--- src/rtl/lbist_pkg.sv ---
package lbist_pkg;

    typedef enum logic [2:0] {
        ST_IDLE    = 3'd0,
        ST_SEED    = 3'd1,
        ST_RUN     = 3'd2,
        ST_COMPARE = 3'd3,
        ST_DONE    = 3'd4
    } lbist_state_e;

endpackage

--- src/rtl/lbist_prpg.sv ---
module lbist_prpg #(
    parameter int           W    = 16,
    parameter logic [W-1:0] POLY = 16'hB400,
    parameter logic [W-1:0] SEED = 16'hACE1
) (
    input  logic         clk,
    input  logic         rst_n,
    input  logic         load,
    input  logic         step,
    output logic [W-1:0] pattern
);

    logic [W-1:0] state_q;
    logic [W-1:0] state_nxt;

    // Galois form: one XOR level per stage, independent of width
    always_comb begin
        state_nxt = {1'b0, state_q[W-1:1]};
        if (state_q[0]) begin
            state_nxt = state_nxt ^ POLY;
        end
    end

    always_ff @(posedge clk or negedge rst_n) begin
        if (!rst_n) begin
            state_q <= SEED;
        end else if (load) begin
            state_q <= SEED;
        end else if (step) begin
            state_q <= state_nxt;
        end
    end

    assign pattern = state_q;

endmodule

--- src/rtl/lbist_misr.sv ---
module lbist_misr #(
    parameter int           W    = 16,
    parameter logic [W-1:0] POLY = 16'hB400
) (
    input  logic         clk,
    input  logic         rst_n,
    input  logic         clear,
    input  logic         capture,
    input  logic [W-1:0] data_in,
    output logic [W-1:0] signature
);

    logic [W-1:0] sig_q;
    logic [W-1:0] shifted;

    always_comb begin
        shifted = {1'b0, sig_q[W-1:1]};
        if (sig_q[0]) begin
            shifted = shifted ^ POLY;
        end
    end

    always_ff @(posedge clk or negedge rst_n) begin
        if (!rst_n) begin
            sig_q <= '0;
        end else if (clear) begin
            sig_q <= '0;
        end else if (capture) begin
            sig_q <= shifted ^ data_in;
        end
    end

    assign signature = sig_q;

endmodule

--- src/rtl/lbist_phase_cnt.sv ---
module lbist_phase_cnt #(
    parameter int N_PHASES       = 4,
    parameter int PATS_PER_PHASE = 256,
    parameter int PH_W           = (N_PHASES > 1) ? $clog2(N_PHASES) : 1,
    parameter int PC_W           = (PATS_PER_PHASE > 1) ? $clog2(PATS_PER_PHASE) : 1
) (
    input  logic            clk,
    input  logic            rst_n,
    input  logic            clear,
    input  logic            step,
    output logic [PH_W-1:0] phase,
    output logic            run_end
);

    localparam logic [PC_W-1:0] LAST_PAT   = PC_W'(PATS_PER_PHASE - 1);
    localparam logic [PH_W-1:0] LAST_PHASE = PH_W'(N_PHASES - 1);

    logic [PC_W-1:0] pat_q;
    logic [PH_W-1:0] phase_q;
    logic            phase_end;

    assign phase_end = (pat_q == LAST_PAT);
    assign run_end   = phase_end && (phase_q == LAST_PHASE);

    always_ff @(posedge clk or negedge rst_n) begin
        if (!rst_n) begin
            pat_q   <= '0;
            phase_q <= '0;
        end else if (clear) begin
            pat_q   <= '0;
            phase_q <= '0;
        end else if (step) begin
            if (phase_end) begin
                pat_q   <= '0;
                phase_q <= run_end ? '0 : phase_q + 1'b1;
            end else begin
                pat_q   <= pat_q + 1'b1;
            end
        end
    end

    assign phase = phase_q;

endmodule

--- src/rtl/lbist_phase_ctrl.sv ---
module lbist_phase_ctrl
    import lbist_pkg::*;
#(
    parameter int               PAT_W          = 16,
    parameter int               SIG_W          = 16,
    parameter int               N_PHASES       = 4,
    parameter int               PATS_PER_PHASE = 256,
    parameter logic [PAT_W-1:0] PAT_POLY       = 16'hB400,
    parameter logic [SIG_W-1:0] SIG_POLY       = 16'hB400,
    parameter logic [PAT_W-1:0] SEED           = 16'hACE1,
    parameter int               PH_W           = (N_PHASES > 1) ? $clog2(N_PHASES) : 1
) (
    input  logic                clk,
    input  logic                rst_n,
    input  logic                start,
    input  logic [SIG_W-1:0]    golden_sig,
    output logic [PAT_W-1:0]    cut_pattern,
    input  logic [SIG_W-1:0]    cut_response,
    output logic [N_PHASES-1:0] tp_en,
    output logic [PH_W-1:0]     phase_idx,
    output logic                done,
    output logic                pass
);

    lbist_state_e     state_q;
    lbist_state_e     state_nxt;
    logic             in_seed;
    logic             in_run;
    logic             run_end;
    logic [PH_W-1:0]  phase;
    logic [SIG_W-1:0] signature;
    logic             done_q;
    logic             pass_q;

    assign in_seed = (state_q == ST_SEED);
    assign in_run  = (state_q == ST_RUN);

    lbist_prpg #(
        .W    (PAT_W),
        .POLY (PAT_POLY),
        .SEED (SEED)
    ) u_prpg (
        .clk     (clk),
        .rst_n   (rst_n),
        .load    (in_seed),
        .step    (in_run),
        .pattern (cut_pattern)
    );

    lbist_misr #(
        .W    (SIG_W),
        .POLY (SIG_POLY)
    ) u_misr (
        .clk       (clk),
        .rst_n     (rst_n),
        .clear     (in_seed),
        .capture   (in_run),
        .data_in   (cut_response),
        .signature (signature)
    );

    lbist_phase_cnt #(
        .N_PHASES       (N_PHASES),
        .PATS_PER_PHASE (PATS_PER_PHASE),
        .PH_W           (PH_W)
    ) u_phase (
        .clk     (clk),
        .rst_n   (rst_n),
        .clear   (in_seed),
        .step    (in_run),
        .phase   (phase),
        .run_end (run_end)
    );

    // State register
    always_ff @(posedge clk or negedge rst_n) begin
        if (!rst_n) begin
            state_q <= ST_IDLE;
        end else begin
            state_q <= state_nxt;
        end
    end

    // Next-state decode
    always_comb begin
        state_nxt = state_q;
        unique case (state_q)
            ST_IDLE:    if (start) state_nxt = ST_SEED;
            ST_SEED:    state_nxt = ST_RUN;
            ST_RUN:     if (run_end) state_nxt = ST_COMPARE;
            ST_COMPARE: state_nxt = ST_DONE;
            ST_DONE:    state_nxt = ST_IDLE;
            default:    state_nxt = ST_IDLE;
        endcase
    end

    // Registered verdict outputs
    always_ff @(posedge clk or negedge rst_n) begin
        if (!rst_n) begin
            done_q <= 1'b0;
            pass_q <= 1'b0;
        end else begin
            unique case (state_q)
                ST_IDLE: begin
                    if (start) begin
                        done_q <= 1'b0;
                        pass_q <= 1'b0;
                    end
                end
                ST_COMPARE: pass_q <= (signature == golden_sig);
                ST_DONE:    done_q <= 1'b1;
                default: ;
            endcase
        end
    end

    // Test-point group decode: one bit per phase
    for (genvar g = 0; g < N_PHASES; g++) begin : g_tp
        assign tp_en[g] = in_run && (phase == PH_W'(g));
    end

    assign phase_idx = phase;
    assign done      = done_q;
    assign pass      = pass_q;

endmodule

--- config.mk ---
export PLATFORM = sky130hd
export DESIGN_NAME = lbist_phase_ctrl
export DESIGN_NICKNAME = d
export VERILOG_FILES = /design/src/rtl/lbist_pkg.sv /design/src/rtl/lbist_prpg.sv /design/src/rtl/lbist_misr.sv /design/src/rtl/lbist_phase_cnt.sv /design/src/rtl/lbist_phase_ctrl.sv
export SDC_FILE = /design/constraint.sdc
export NUM_CORES = 1
export LEC_CHECK = 0
export BUFFER_PORTS_ARGS = -buffer_cell sky130_fd_sc_hd__buf_4
export CORE_MARGIN = 4
export CORE_UTILIZATION = 45
export CTS_BUF_LIST = sky130_fd_sc_hd__clkbuf_16
export CTS_CLUSTER_SIZE = 8
export DETAILED_ROUTE_END_ITERATION = 10
export PLACE_DENSITY = 0.73
export SYNTH_ARGS = -nofsm -noshare
export SYNTH_HDL_FRONTEND = slang
export SYNTH_HIERARCHICAL = 1
export SYNTH_SLANG_ARGS = --single-unit
export TNS_END_PERCENT = 5
--- constraint.sdc ---
create_clock -name clk -period 2.3 [get_ports clk]
set_input_delay 0.115 -clock clk [delete_from_list [all_inputs] [get_ports clk]]
set_output_delay 0.115 -clock clk [all_outputs]
set_load 0.01 [all_outputs]
; Yosys cells after proc, flatten, opt, wreduce, memory -nomap -nowiden
; Index checks and enable logic that the tools add are counted.
[word_totals]
register_bits = 47
input_bits = 35
out_inout_bits = 24
elab_cells = 57
[op_classes]
n_addsub = 2
n_eq_ne = 11
muxes = 19
n_bitwise = 3
n_reduce_logical = 15
[ops]
columns = operator, n
row1 = $mux 16, 6
row2 = $mux 8, 3
row3 = $eq 16x16->1, 1
row4 = $xor 16x16->16, 1
row5 = $pmux 3 s4, 1
row6 = $add 8x1->8 const B, 1
row7 = $eq 8x8->1 const B, 1
row8 = $mux 2, 4
row9 = $not 3->4, 2
row10 = $reduce_and 2->1, 4
row11 = $reduce_bool 2->1, 4
row12 = $eq 3x2->1 const B, 2
row13 = $mux 3, 2
row14 = $logic_and 1x1->1, 5
row15 = $eq 2x2->1 const B, 2
row16 = $pmux 1 s2, 2
row17 = $eq 3x1->1 const B, 1
row18 = $eq 3x3->1 const B, 1
row19 = $logic_not 3->1, 1
row20 = $add 2x1->2 const B, 1
row21 = $eq 2x1->1 const B, 1
row22 = $logic_not 2->1, 1
row23 = $ne 2x1->1 const B, 1
row24 = $ne 2x2->1 const B, 1
row25 = $mux 1, 1

; Logic depth before layout (Yosys ltp)
[depth]
word_depth = 6
depth_mapped = 6
depth_no_buf = 5

; Hierarchy
; The synthesis kept the hierarchy.
[by_module_without_submodules]
columns = mod, instances, cells_each, area_per_inst_um2, seq_area_each_um2
row1 = lbist_misr, 1, 74, 854.6, 400.4
row2 = lbist_prpg, 1, 56, 726.9, 410.4
row3 = lbist_phase_cnt, 1, 56, 561.8, 250.2
row4 = lbist_phase_ctrl, 1, 45, 412.9, 125.1

; Least setup slack after synthesis
; No wires, ideal clock.
[synth_timing]
path_type = flip-flop to flip-flop
from = register state_q[2]
to = register u_phase.pat_q[5]
setup_time_ns = 0.087
t_arrival_ns = 1.822
t_required_ns = 2.213
slack_ns = 0.391
path_stages_with_launch = 7
synth_period_minus_slack_ns = 1.909
path_cell_list = dfrtp_1 > or3b_1 > inv_2 > buf_4 > o2111ai_2 > or3_1 > a211oi_2
[synth_via]
elab_chain_len = 2
[synth_rtl]
columns = element, line
row1 = "start, declared", lbist_phase_ctrl.sv:25  ; lbist_state_e state_q;
row2 = "start signal, assigned", lbist_phase_ctrl.sv:80  ; state_q <= state_nxt;
row3 = $eq 3x2->1, lbist_phase_ctrl.sv:36  ; assign in_run = (state_q == ST_RUN);
row4 = via in_run, lbist_phase_ctrl.sv:28  ; logic in_run;
row5 = $reduce_bool 2->1 (no source line), --
row6 = "end signal, assigned", lbist_phase_cnt.sv:37  ; pat_q <= pat_q + 1'b1;
row7 = "end, declared", lbist_phase_cnt.sv:18  ; logic [PC_W-1:0] pat_q;
; The timed path passes the listed nets, and every way through them passes these cells.
; A chain may end at the register's enable or synchronous reset.

; Final worst setup path
[layout_timing]
from = register state_q[2]
to = output tp_en[2]
[layout_via]
elab_chain_len = 2
[layout_rtl]
columns = element, line
row1 = $eq 3x2->1, lbist_phase_ctrl.sv:36
row2 = via in_run, lbist_phase_ctrl.sv:28
row3 = $logic_and 1x1->1, lbist_phase_ctrl.sv:119  ; assign tp_en[g] = in_run && (phase == PH_W'(g));
row4 = "end, declared", lbist_phase_ctrl.sv:19  ; output logic [N_PHASES-1:0] tp_en,
; The timed path passes the listed nets, and every way through them passes these cells.

==> impl_metrics.json <==
{
  "core_area_um2": 5510,
  "io_pins": 59,
  "max_slew_margin": 0.613,
  "synthCells": 231,
  "dr_wl_met3_um": 324,
  "finalHoldViolCount": 0,
  "dp_hpwl_um": 3680,
  "period_needed_ps": 2060,
  "grt_usage": 0.150,
  "tightest_slew_ps": 580,
  "post-cts-setup-buffer-count": 0,
  "r2r_start": "state_q[2]$_DFFE_PN0P_",
  "synth_ff_type": "dfrtp_1",
  "die_w_um": 83.4,
  "synth.yosys.seq_area_share": 0.464,
  "cts_sinks": 47,
  "path_buf_inv": 3,
  "drc": 0,
  "cpLargestDelayFamily": "simple AND/OR/NAND/NOR gates",
  "leakage_nw": 1.40,
  "p_per_area_nw_per_um2": 1290,
  "hold_path_depth": 3,
  "clkLatencyLatePin_ps": 280,
  "hp-class": "in -> reg",
  "grt_pass1_vias": 1804,
  "wl_met1_um": 2440,
  "worstSetupPathType": "reg -> out",
  "vias": 1859,
  "reg2reg_depth": 5,
  "end_kind": "output port",
  "crit_required_ps": 2180,
  "layout-drive-gt1-share": 0.370,
  "diodes": 0,
  "wl_um": 4980,
  "clockBufferDepth": 2,
  "grt_overflow": 0,
  "crit_fanout": 26,
  "rows": 27,
  "post_drt_wl_per_cell_um": 13.7,
  "yosys.cell_types.count": 50,
  "cts_root_buffer": "clkbuf_16",
  "drtIter0Drc": 79,
  "die_y_um": 83.4,
  "synthTopCellsByArea": "dfrtp_1, xnor2_1, dfstp_2",
  "worst_hold_path.endpoint": "u_misr/signature[9]$_DFFE_PN0P_",
  "cp_slowest_stage_delay_ps": 440,
  "fmax_mhz": 486,
  "final_common_cell": "buf_4",
  "met2WireLength_um": 2190,
  "detail_route.vias_per_cell": 5.11,
  "syn_to_final_growth_pct": 24.4,
  "async_flop_share": 1.00,
  "initial_core_util": 0.464,
  "max_cap_viol_count": 0,
  "cp-start-kind": "flop",
  "slew_viol_final": 0,
  "first_pass_iters": 4,
  "crit_slowest_cell": "or3b_1",
  "rsz0062_at_grt": "false",
  "reg2reg_setup_slack_ps": 360,
  "placed_cell_area_um2": 3030,
  "ff_latch_area_um2": 1190,
  "grt_max_degree": 48,
  "path_common_cell": "buf_4",
  "outcome": "finished, final reports clean",
  "top_layer": "met4",
  "cp_cell_sequence": "or3b_1 > inv_2 > buf_4 > nand2_1 > nor2_1 > buf_4",
  "grt_pass1_wl_um": 8600,
  "postRouteAntennaNets": 0,
  "port_buffers": 58,
  "synth_seq_cells": 47,
  "r2r-end": "u_prpg/pattern[11]$_DFFE_PN1P_",
  "synth_fp_nets": 268,
  "postSynthAreaPerCell_um2": 11.1,
  "syn_area_um2": 2560,
  "finalSetupTns_ps": 0,
  "stdcell_area_um2": 3180,
  "globalplace.congestion": 0.751,
  "synth-edff-count": 0,
  "ir_drop_v": 0.000540,
  "antenna_found_initial": 0,
  "fin_nets": 328,
  "cts_tree": "built",
  "cts_inserted_buffers": 5,
  "layout_common_cells": "buf_4, dfrtp_1, xnor2_1",
  "synth_top_area_cell": "dfrtp_1",
  "yosysTopAreaCellShare": 0.382,
  "cp.arrival_ps": 1940,
  "min_from": "cut_response[9]",
  "htreeDepth": 2,
  "yosys_warnings": 6,
  "num-fill-cells": 477,
  "clk_pin_slew_worst_paths_ps": 60,
  "setup-violations-final": 0,
  "multi_input_area_um2": 1270,
  "fin_worst_skew_ps": 6.45,
  "die_area_um2": 6950,
  "fin_crit_sh": 0.895
}
## power breakdown
group | switching, mW | internal (mW) | leakage, nW
registers | 0.359 | 1.21 | 0.583
logic | 0.853 | 0.981 | 0.744
clock network | 0.293 | 0.397 | 0.0726
total | 1.51 | 2.59 | 1.40
## cells in the mapped netlist (4+ instances only)
master / n
a211oi_1: 5
nand3_1: 5
mux2i_1: 12
a211oi_2: 10
dfrtp_1: 39
nor3_1: 8
a21oi_1: 4
a211o_2: 5
dfstp_2: 8
nand2_1: 7
xor2_1: 4
nor2_1: 27
nand4_1: 5
and2b_2: 4
xnor2_1: 34
## registers in the layout, indices dropped and copies added (netlist names)
| register | cells |
|---|---|
| done | 1 |
| pass | 1 |
| state_q | 3 |
| u_misr/signature | 16 |
| u_phase/pat_q | 8 |
| u_phase/phase | 2 |
| u_prpg/pattern | 16 |
## timing repair
item | CTS | global route
endpoints found under the setup margin | 0 | 0
gates resized for setup | 0 | 0
hold buffers | 1 | 0
hold endpoints to repair | 39 | 0
## through the flow
| stage | instances | utilization | setup slack (ps) | hold WS, ps | power, mW |
|---|---|---|---|---|---|
| 2_1_floorplan | 231 | - | 391 | -181 | 2.97 |
| 3_3_place_gp | 355 | 0.550 | 419 | 163 | 3.38 |
| 3_5_place_dp | 355 | 0.550 | 367 | 160 | 3.44 |
| 4_1_cts | 364 | 0.578 | 242 | 118 | 4.15 |
| 5_1_grt | 364 | 0.578 | 138 | 120 | 4.41 |
| 6_report | 364 | 0.578 | 242 | 121 | 4.10 |
## cells by family (layout without fill, tap and decap cells)
group / after synthesis / in the layout / synth area share
buffers and inverters: 13 / 74 / 0.0401
AO/OA/AOI/OAI: 37 / 37 / 0.129
multiplexers: 13 / 13 / 0.0514
adder cells (fa/ha/maj): 2 / 2 / 0.00979
flip-flops: 47 / 47 / 0.464
AND/OR/NAND/NOR: 81 / 81 / 0.176
XOR/XNOR: 38 / 38 / 0.130
## metal layers
layer,vias to the layer above,global-route usage
met1,873,0.210
met2,50,0.223
met3,2,0.0526
met5,-,0
met4,0,0.0357
li1,934,-
## area by class of cell
type / count / share of cell area
tap: 72 / 0.0283
inverter: 2 / 0.00236
timing repair buffer: 64 / 0.152
clock inverter: 3 / 0.00511
multi-input combinational: 171 / 0.400
sequential: 47 / 0.373
clock buffer: 5 / 0.0393
## worst reg2reg max path: stages, from the launching register on
cell and delay (ps):
dfrtp_1 430, or3b_1 440, inv_2 130, buf_4 300, and2b_2 260, a211o_2 300
## worst max path at each step
| stage | start | endpoint | slack, ps | cells after the start |
|---|---|---|---|---|
| after floorplan | state_q[2]$_DFFE_PN0P_ | u_phase/pat_q[5]$_DFFE_PN0P_ | 390 | 6 |
| after global placement | state_q[2]$_DFFE_PN0P_ | u_prpg/pattern[5]$_DFFE_PN1P_ | 420 | 5 |
| after detailed placement | state_q[2]$_DFFE_PN0P_ | u_misr/signature[0]$_DFFE_PN0P_ | 370 | 6 |
| after CTS | state_q[2]$_DFFE_PN0P_ | tp_en[2] | 240 | 6 |
| after global routing | state_q[2]$_DFFE_PN0P_ | tp_en[2] | 140 | 6 |
| final | state_q[2]$_DFFE_PN0P_ | tp_en[2] | 240 | 6 |
(Power assumes the default switching activity.)
